===== src/rtl/freq_trip_pkg.sv =====
package freq_trip_pkg;

    localparam int BCD_DIGIT_W = 4;

    typedef enum logic [1:0] {
        CMP_EQ = 2'd0,
        CMP_LT = 2'd1,
        CMP_GT = 2'd2
    } cmp_res_e;

    // per-stage control derived from the strobe and the pulse
    typedef struct packed {
        logic clear;
        logic advance;
    } stage_ctl_s;

    function automatic cmp_res_e digit_cmp(input logic [BCD_DIGIT_W-1:0] a,
                                           input logic [BCD_DIGIT_W-1:0] b);
        if (a < b) return CMP_LT;
        if (a > b) return CMP_GT;
        return CMP_EQ;
    endfunction

    function automatic logic cond_met(input cmp_res_e r, input logic over);
        return over ? (r == CMP_GT) : (r == CMP_LT);
    endfunction

endpackage


===== src/rtl/bcd_mag_cmp.sv =====
module bcd_mag_cmp
    import freq_trip_pkg::*;
#(
    parameter int DIGITS = 4
) (
    input  logic [DIGITS*BCD_DIGIT_W-1:0] lhs,
    input  logic [DIGITS*BCD_DIGIT_W-1:0] rhs,
    output cmp_res_e                      result
);
    // chain[i] holds the order decided by digits DIGITS-1 down to i
    cmp_res_e chain [0:DIGITS];

    assign chain[DIGITS] = CMP_EQ;

    for (genvar i = DIGITS - 1; i >= 0; i--) begin : g_digit
        assign chain[i] = (chain[i+1] != CMP_EQ) ? chain[i+1]
                        : digit_cmp(lhs[i*BCD_DIGIT_W +: BCD_DIGIT_W],
                                    rhs[i*BCD_DIGIT_W +: BCD_DIGIT_W]);
    end

    assign result = chain[0];
endmodule


===== src/rtl/cycle_qualifier.sv =====
module cycle_qualifier
    import freq_trip_pkg::*;
#(
    parameter int PICKUP_CYCLES = 3
) (
    input  logic       clk,
    input  logic       rst,
    input  stage_ctl_s ctl,
    output logic       pickup
);
    localparam int QW = $clog2(PICKUP_CYCLES + 1);
    localparam logic [QW-1:0] LAST = QW'(PICKUP_CYCLES - 1);

    logic [QW-1:0] run_cnt;

    always_ff @(posedge clk) begin
        if (rst || ctl.clear) begin
            run_cnt <= '0;
            pickup  <= 1'b0;
        end else if (ctl.advance && !pickup) begin
            run_cnt <= run_cnt + 1'b1;
            if (run_cnt == LAST) pickup <= 1'b1;
        end
    end
endmodule


===== src/rtl/delay_timer.sv =====
module delay_timer
    import freq_trip_pkg::*;
#(
    parameter int DLY_W = 8
) (
    input  logic             clk,
    input  logic             rst,
    input  stage_ctl_s       ctl,
    input  logic [DLY_W-1:0] limit,
    output logic             elapsed
);
    logic [DLY_W-1:0] dly_cnt;

    always_ff @(posedge clk) begin
        if (rst || ctl.clear) begin
            dly_cnt <= '0;
        end else if (ctl.advance && (dly_cnt != '1)) begin
            dly_cnt <= dly_cnt + 1'b1;
        end
    end

    assign elapsed = (dly_cnt >= limit);
endmodule


===== src/rtl/freq_trip_unit.sv =====
module freq_trip_unit
    import freq_trip_pkg::*;
#(
    parameter int DIGITS        = 4,
    parameter int PICKUP_CYCLES = 3,
    parameter int DLY_W         = 8
) (
    input  logic                          clk,
    input  logic                          rst,
    input  logic [DIGITS*BCD_DIGIT_W-1:0] meas_bcd,
    input  logic                          meas_valid,
    input  logic [DIGITS*BCD_DIGIT_W-1:0] setpoint_bcd,
    input  logic                          over_mode,
    input  logic                          zc_pulse,
    input  logic [DLY_W-1:0]              delay_cycles,
    output logic                          trip_enable,
    output logic                          pickup,
    output logic                          trip
);
    cmp_res_e   order;
    logic       cond_now;
    logic       fail_strobe;
    logic       elapsed;
    stage_ctl_s qual_ctl;
    stage_ctl_s dly_ctl;

    bcd_mag_cmp #(.DIGITS(DIGITS)) u_cmp (
        .lhs    (meas_bcd),
        .rhs    (setpoint_bcd),
        .result (order)
    );

    assign cond_now    = cond_met(order, over_mode);
    assign fail_strobe = meas_valid && !cond_now;

    // enable level is sampled only on the strobe
    always_ff @(posedge clk) begin
        if (rst)             trip_enable <= 1'b0;
        else if (meas_valid) trip_enable <= cond_now;
    end

    always_comb begin
        qual_ctl.clear   = fail_strobe;
        qual_ctl.advance = zc_pulse && trip_enable;
        dly_ctl.clear    = fail_strobe;
        dly_ctl.advance  = zc_pulse && trip_enable && pickup;
    end

    cycle_qualifier #(.PICKUP_CYCLES(PICKUP_CYCLES)) u_qual (
        .clk    (clk),
        .rst    (rst),
        .ctl    (qual_ctl),
        .pickup (pickup)
    );

    delay_timer #(.DLY_W(DLY_W)) u_dly (
        .clk     (clk),
        .rst     (rst),
        .ctl     (dly_ctl),
        .limit   (delay_cycles),
        .elapsed (elapsed)
    );

    assign trip = pickup && elapsed;
endmodule


===== config.mk =====
export PLATFORM = sky130hd
export DESIGN_NAME = freq_trip_unit
export DESIGN_NICKNAME = d
export VERILOG_FILES = /design/src/rtl/freq_trip_pkg.sv /design/src/rtl/bcd_mag_cmp.sv /design/src/rtl/cycle_qualifier.sv /design/src/rtl/delay_timer.sv /design/src/rtl/freq_trip_unit.sv
export SDC_FILE = /design/constraint.sdc
export NUM_CORES = 1
export LEC_CHECK = 0
export CORE_ASPECT_RATIO = 1.25
export CORE_MARGIN = 1
export CORE_UTILIZATION = 30
export CTS_BUF_LIST = sky130_fd_sc_hd__clkbuf_8
export DETAILED_ROUTE_END_ITERATION = 8
export DONT_BUFFER_PORTS = 1
export MAX_ROUTING_LAYER = met4
export PLACE_DENSITY = 0.55
export SLEW_MARGIN = 20
export SYNTH_ARGS = -nofsm -noshare
export SYNTH_HDL_FRONTEND = slang
export SYNTH_HIERARCHICAL = 1
export SYNTH_SLANG_ARGS = --single-unit

===== constraint.sdc =====
create_clock -name clk -period 2.6 [get_ports clk]
set_clock_uncertainty 0.05 [all_clocks]
set_input_delay 0.52 -clock clk [delete_from_list [all_inputs] [get_ports clk]]
set_output_delay 0.52 -clock clk [all_outputs]
set_load 0.005 [all_outputs]

**Word-level counts from Yosys, hierarchy flattened**

Cells that the tools add are included.

- Register bits: 12
- Latch bits: 0
- Memory bits (writable): 0
- Bits in read-only memories: 0
- Input bits: 45
- Output and inout port bits: 3
- Word-level logic and storage cells: 64
- Memories: 0

- Add/subtract/negate cells: 2
- Multipliers: 0
- Divide/modulo/power cells: 0
- Order comparisons: 9
- Equal/unequal tests: 4
- Shifts and indexed selects: 0
- Muxes and demuxes: 32
- Bitwise operators: 0
- Reduce and logical (&&, ||, !) cells: 13

Operator list:

| cell | count |
|---|---|
| 2-to-1 mux 2 bit | 19 |
| > comparator 4 bit | 4 |
| less-than comparator 4 bit | 4 |
| 2-to-1 mux 1 bit | 13 |
| adder 8 x 1 -> 8 bit, second input constant | 1 |
| greater-or-equal comparator 8 bit | 1 |
| inequality test 8 bit, second input constant | 1 |
| logical AND 1 bit | 6 |
| nonzero test 2 bit | 3 |
| equality test 2 bit, second input constant | 2 |
| adder 2 x 1 -> 2 bit, second input constant | 1 |
| equality test 2 x 1 -> 1 bit, second input constant | 1 |
| zero test 1 bit | 2 |
| AND reduction 2 bit | 1 |
| logical OR 1 bit | 1 |

**Logic depth before layout (Yosys ltp)**

- Depth in word-level cells: 16
- Depth in mapped cells: 12
- Mapped depth without buffers: 12

**Hierarchy**

The synthesis kept the hierarchy.

Modules (own cells, without submodules):

| module | times used | cells each | area each (um^2) | seq. area each (um^2) |
|---|---|---|---|---|
| delay_timer | 1 | 67 | 594.3 | 160.2 |
| bcd_mag_cmp | 1 | 57 | 430.4 | 0.0 |
| cycle_qualifier | 1 | 12 | 135.1 | 60.1 |
| freq_trip_unit | 1 | 9 | 75.1 | 20.0 |

**Worst setup path before layout**

Ideal clock, no wire load.

- Kind: input-to-reg
- Start: input port setpoint_bcd[15]
- End: register u_dly.dly_cnt[5]
- Setup time: 78 ps
- Arrival: 2537 ps
- Required time: 2472 ps
- Setup slack: -65 ps
- Stages on the path: 10
- Path buffers: 0
- Cells stage by stage: inv_1 -> ha_1 -> and4_1 -> nand2_2 -> o31a_1 -> nor2b_4 -> or3b_1 -> and3_2 -> or2_1 -> nor3_1

RTL lines:

| element | line | RTL |
|---|---|---|
| start, declared | freq_trip_unit.sv:12 | `input logic [DIGITS*BCD_DIGIT_W-1:0] setpoint_bcd,` |
| end signal, assigned | delay_timer.sv:18 | `dly_cnt <= dly_cnt + 1'b1;` |
| end, declared | delay_timer.sv:12 | `logic [DLY_W-1:0] dly_cnt;` |

==> results by group <==
Worst hold path
  • Hold Crit Start: rst
  • Hold Path Class: input pin to register
  • Hold Path Stages: 1
  • Hold Path End: trip_enable

Global route
  • First-pass GRT wire length: 4260 microns
  • Met3 GRT Util: 0.0458
  • Most used routing layer: met2
  • Vias in the first global route: 1097
  • Initial antenna violation count: 0
  • Grt ovf: 0
  • Routing usage on met2: 0.258
  • GR Util All Layers: 0.131
  • Largest net degree at the start of global routing: 10
  • Met1 usage: 0.113

Timing
  • Setup violations, final: 0
  • Crit share post-route: 0.946
  • Slew margin rel.: 0.737
  • Slew Viols, Final: 0
  • Crit path time final: 2460 ps
  • RSZ-0062 raised after global routing: no
  • Final Hold Viols: 0
  • Minimum hold slack: 294 ps
  • Worst Tran Pin Value: 385 ps
  • Setup WS post-layout: 139 ps
  • Max Fclk: 406 MHz

CTS
  • Post-CTS resize count: 0
  • Clock buffer depth: 2
  • Clock insertion delay at the later pin of the skew report: 240 ps
  • Htree depth: 1
  • Worst-path clk slew: 50 ps
  • CTS Buf Count: 3
  • CTS tree: built
  • Post-CTS setup buffer count: 0
  • Hold buffer count at CTS: 0
  • Root buf cell: clkbuf_8
  • CTS sink count: 12

Yosys
  • Post-Synthesis Cells: 145
  • #FFs+latches synth: 12
  • Cell variety after synth: 42
  • Post-synth EDFFs: 0
  • Synthesis Warnings: 6
  • Primary FF master, synth: dfxtp_1
  • Mapped Nets: 216
  • Avg Inst Size Synth: 8.52 sq um
  • Seq/Total Area, Yosys: 0.195
  • Async S/R FF share, synth: 0
  • Mapped cell area: 0.00123 sq mm

Worst setup path
  • Setup crit end kind: register
  • Worst Path Arrival: 2570 ps
  • Startpoint types: input pin
  • R2r endpoint: u_dly/dly_cnt[5]
  • CP Launch Point: setpoint_bcd[9]
  • CP required: 2710 ps
  • Max Fanout on Critical Path: 5
  • Flop2flop setup slack: 1050 ps
  • Critical path type: input pin to register
  • R2r worst-path depth: 4
  • FF-to-FF Start: u_qual/pickup

Routing
  • Drt drc: 0
  • Initial drt markers: 25
  • Antenna Nets Post-Route: 0
  • Detailed Routing Iterations Pass 1: 4
  • Vias: 1094
  • Drt wl/cell: 13.0 microns
  • Routed wire length: 2690 microns
  • Routed vias/inst: 5.29

Floorplan
  • Row cnt: 25
  • Die height: 73.7 microns
  • Die area: 0.00438 sq mm
  • Core area: 0.00385 sq mm
  • Initial Util: 0.321
  • I/O pins: 48
  • DIE WIDTH: 59.4 microns

Finish
  • N_diodes: 0
  • Layout area overhead: 13.1%
  • Fin area: 0.00140 sq mm
  • Final cell count without fillers: 207
  • Layout net count: 225
  • Share of layout cells above drive strength 1: 0.157
  • Fill cells: 414

Flow run
  • Max-Cap Viols: 0

Placement
  • Dpl cell area: 0.00134 sq mm
  • GPL Wtd Cong: 0.778
  • Placed Cells incl. Taps: 203
  • Input/output buffers: 0
  • Pre-CTS setup slack: -112 ps
  • Hpwl dp: 2350 microns

Power and ir drop
  • Static Leakage: 0.633 nW
  • Worst IR drop on VDD: 0.000202 V
  • Pwr/cell area: 357 mW/mm^2

Run status
  • Status: finished clean
==> synth_stat cells, types with 2 or more instances <==
library cell	number	area, sq um
and2_1	3	18.8
nor3_1	5	25.0
o21ai_0	3	15.0
o211ai_1	2	15.0
o31ai_1	2	15.0
dfxtp_1	12	240
mux2i_1	2	20.0
nand2b_1	2	12.5
and3_1	2	12.5
nor2b_4	2	27.5
nand2_1	7	26.3
and4_4	2	22.5
a211oi_1	2	15.0
ha_1	26	325
nand4_1	5	31.3
a211oi_2	3	37.5
inv_1	26	97.6
a31oi_1	3	18.8
nor2_1	3	11.3
and4_1	2	17.5
a21oi_1	10	50.1
==> logic make-up (layout without fill, tap and decap cells) <==
| logic type | Yosys count | count (layout) | share of synthesized area |
|---|---|---|---|
| multiplexers | 2 | 2 | 0.0162 |
| flip-flops | 12 | 12 | 0.195 |
| buffers and inverters | 26 | 34 | 0.0790 |
| AND/OR/NAND/NOR | 44 | 44 | 0.235 |
| adder cells (fa/ha/maj) | 26 | 26 | 0.263 |
| XOR/XNOR | 1 | 1 | 0.00709 |
| AO/OA/AOI/OAI | 34 | 34 | 0.205 |
==> how the worst max path moves through the flow <==
stage                            end  slack [ps]  cells after the start
floorplan           u_dly/dly_cnt[6]           1                     10
global placement    u_dly/dly_cnt[7]         -60                     11
detailed placement  u_dly/dly_cnt[5]        -110                     11
CTS                 u_dly/dly_cnt[5]         140                     11
global route        u_dly/dly_cnt[5]          30                     11
finish              u_dly/dly_cnt[5]         140                     11
==> critical path, cell delays in order <==
cell      delay [ps]
inv_1             20
ha_1             270
nor2b_2          150
o211ai_1         170
a32oi_1          130
o31a_1           130
nor2b_4          130
or3b_1           370
and3_4           200
or2_4            270
nor3_1           200
==> report_power, final <==
part	leakage (nW)	total, mW	internal, mW	switching, mW
clock	0.0288	0.205	0.134	0.0706
combinational	0.508	0.105	0.0544	0.0502
sequential	0.0969	0.189	0.186	0.00228
==> layout by cell type (no fill, tap or decap), drive strengths merged <==
cell type   n
a31oi       3
inv        26
and3        4
a2111oi     2
clkbuf      4
xnor2       1
a311oi      1
buf         4
nor3        5
o211ai      2
o31ai       2
dfxtp      12
a211oi      5
o2111ai     1
a21o        1
nor4b       1
mux2i       2
and2        3
nand4       5
or3b        1
a21boi      1
ha         26
nor3b       1
a21oi      10
or2         1
a221oi      1
nand2       8
a32oi       1
nor2        4
o21ai       3
nand2b      2
nand3b      1
and4        4
nor2b       4
o31a        1
==> routing by layer <==
layer	routed length, microns	vias to the layer above	part of all wire
met5	0	-	0
met1	1060	493	0.39
met3	175	4	0.065
met4	27	0	0.010
met2	1430	50	0.53
li1	-	547	-
==> metrics by stage <==
| stage | setup TNS, ps | total power, mW | utilization |
|---|---|---|---|
| floorplan | 0 | 0.271 | - |
| global placement | -309 | 0.290 | 0.349 |
| detailed placement | -501 | 0.298 | 0.349 |
| CTS | 0 | 0.505 | 0.363 |
| global route | 0 | 0.529 | 0.363 |
| finish | 0 | 0.498 | 0.363 |
==> sequential cells by signal (all words and copies together), names as in the netlist <==
signal,cells
u_qual/run_cnt,2
u_qual/pickup,1
u_dly/dly_cnt,8
trip_enable,1
==> final cells by class <==
class / instances / area, sq um / share of cell area
Sequential cell: 12 / 240 / 0.172
Timing Repair Buffer: 4 / 30.0 / 0.0215
Inverter: 26 / 97.6 / 0.0699
Tap cell: 54 / 67.6 / 0.0484
Clock buffer: 4 / 55.1 / 0.0394
Multi-Input combinational cell: 107 / 906 / 0.649
No activity file was read; power rests on OpenSTA's default activity.
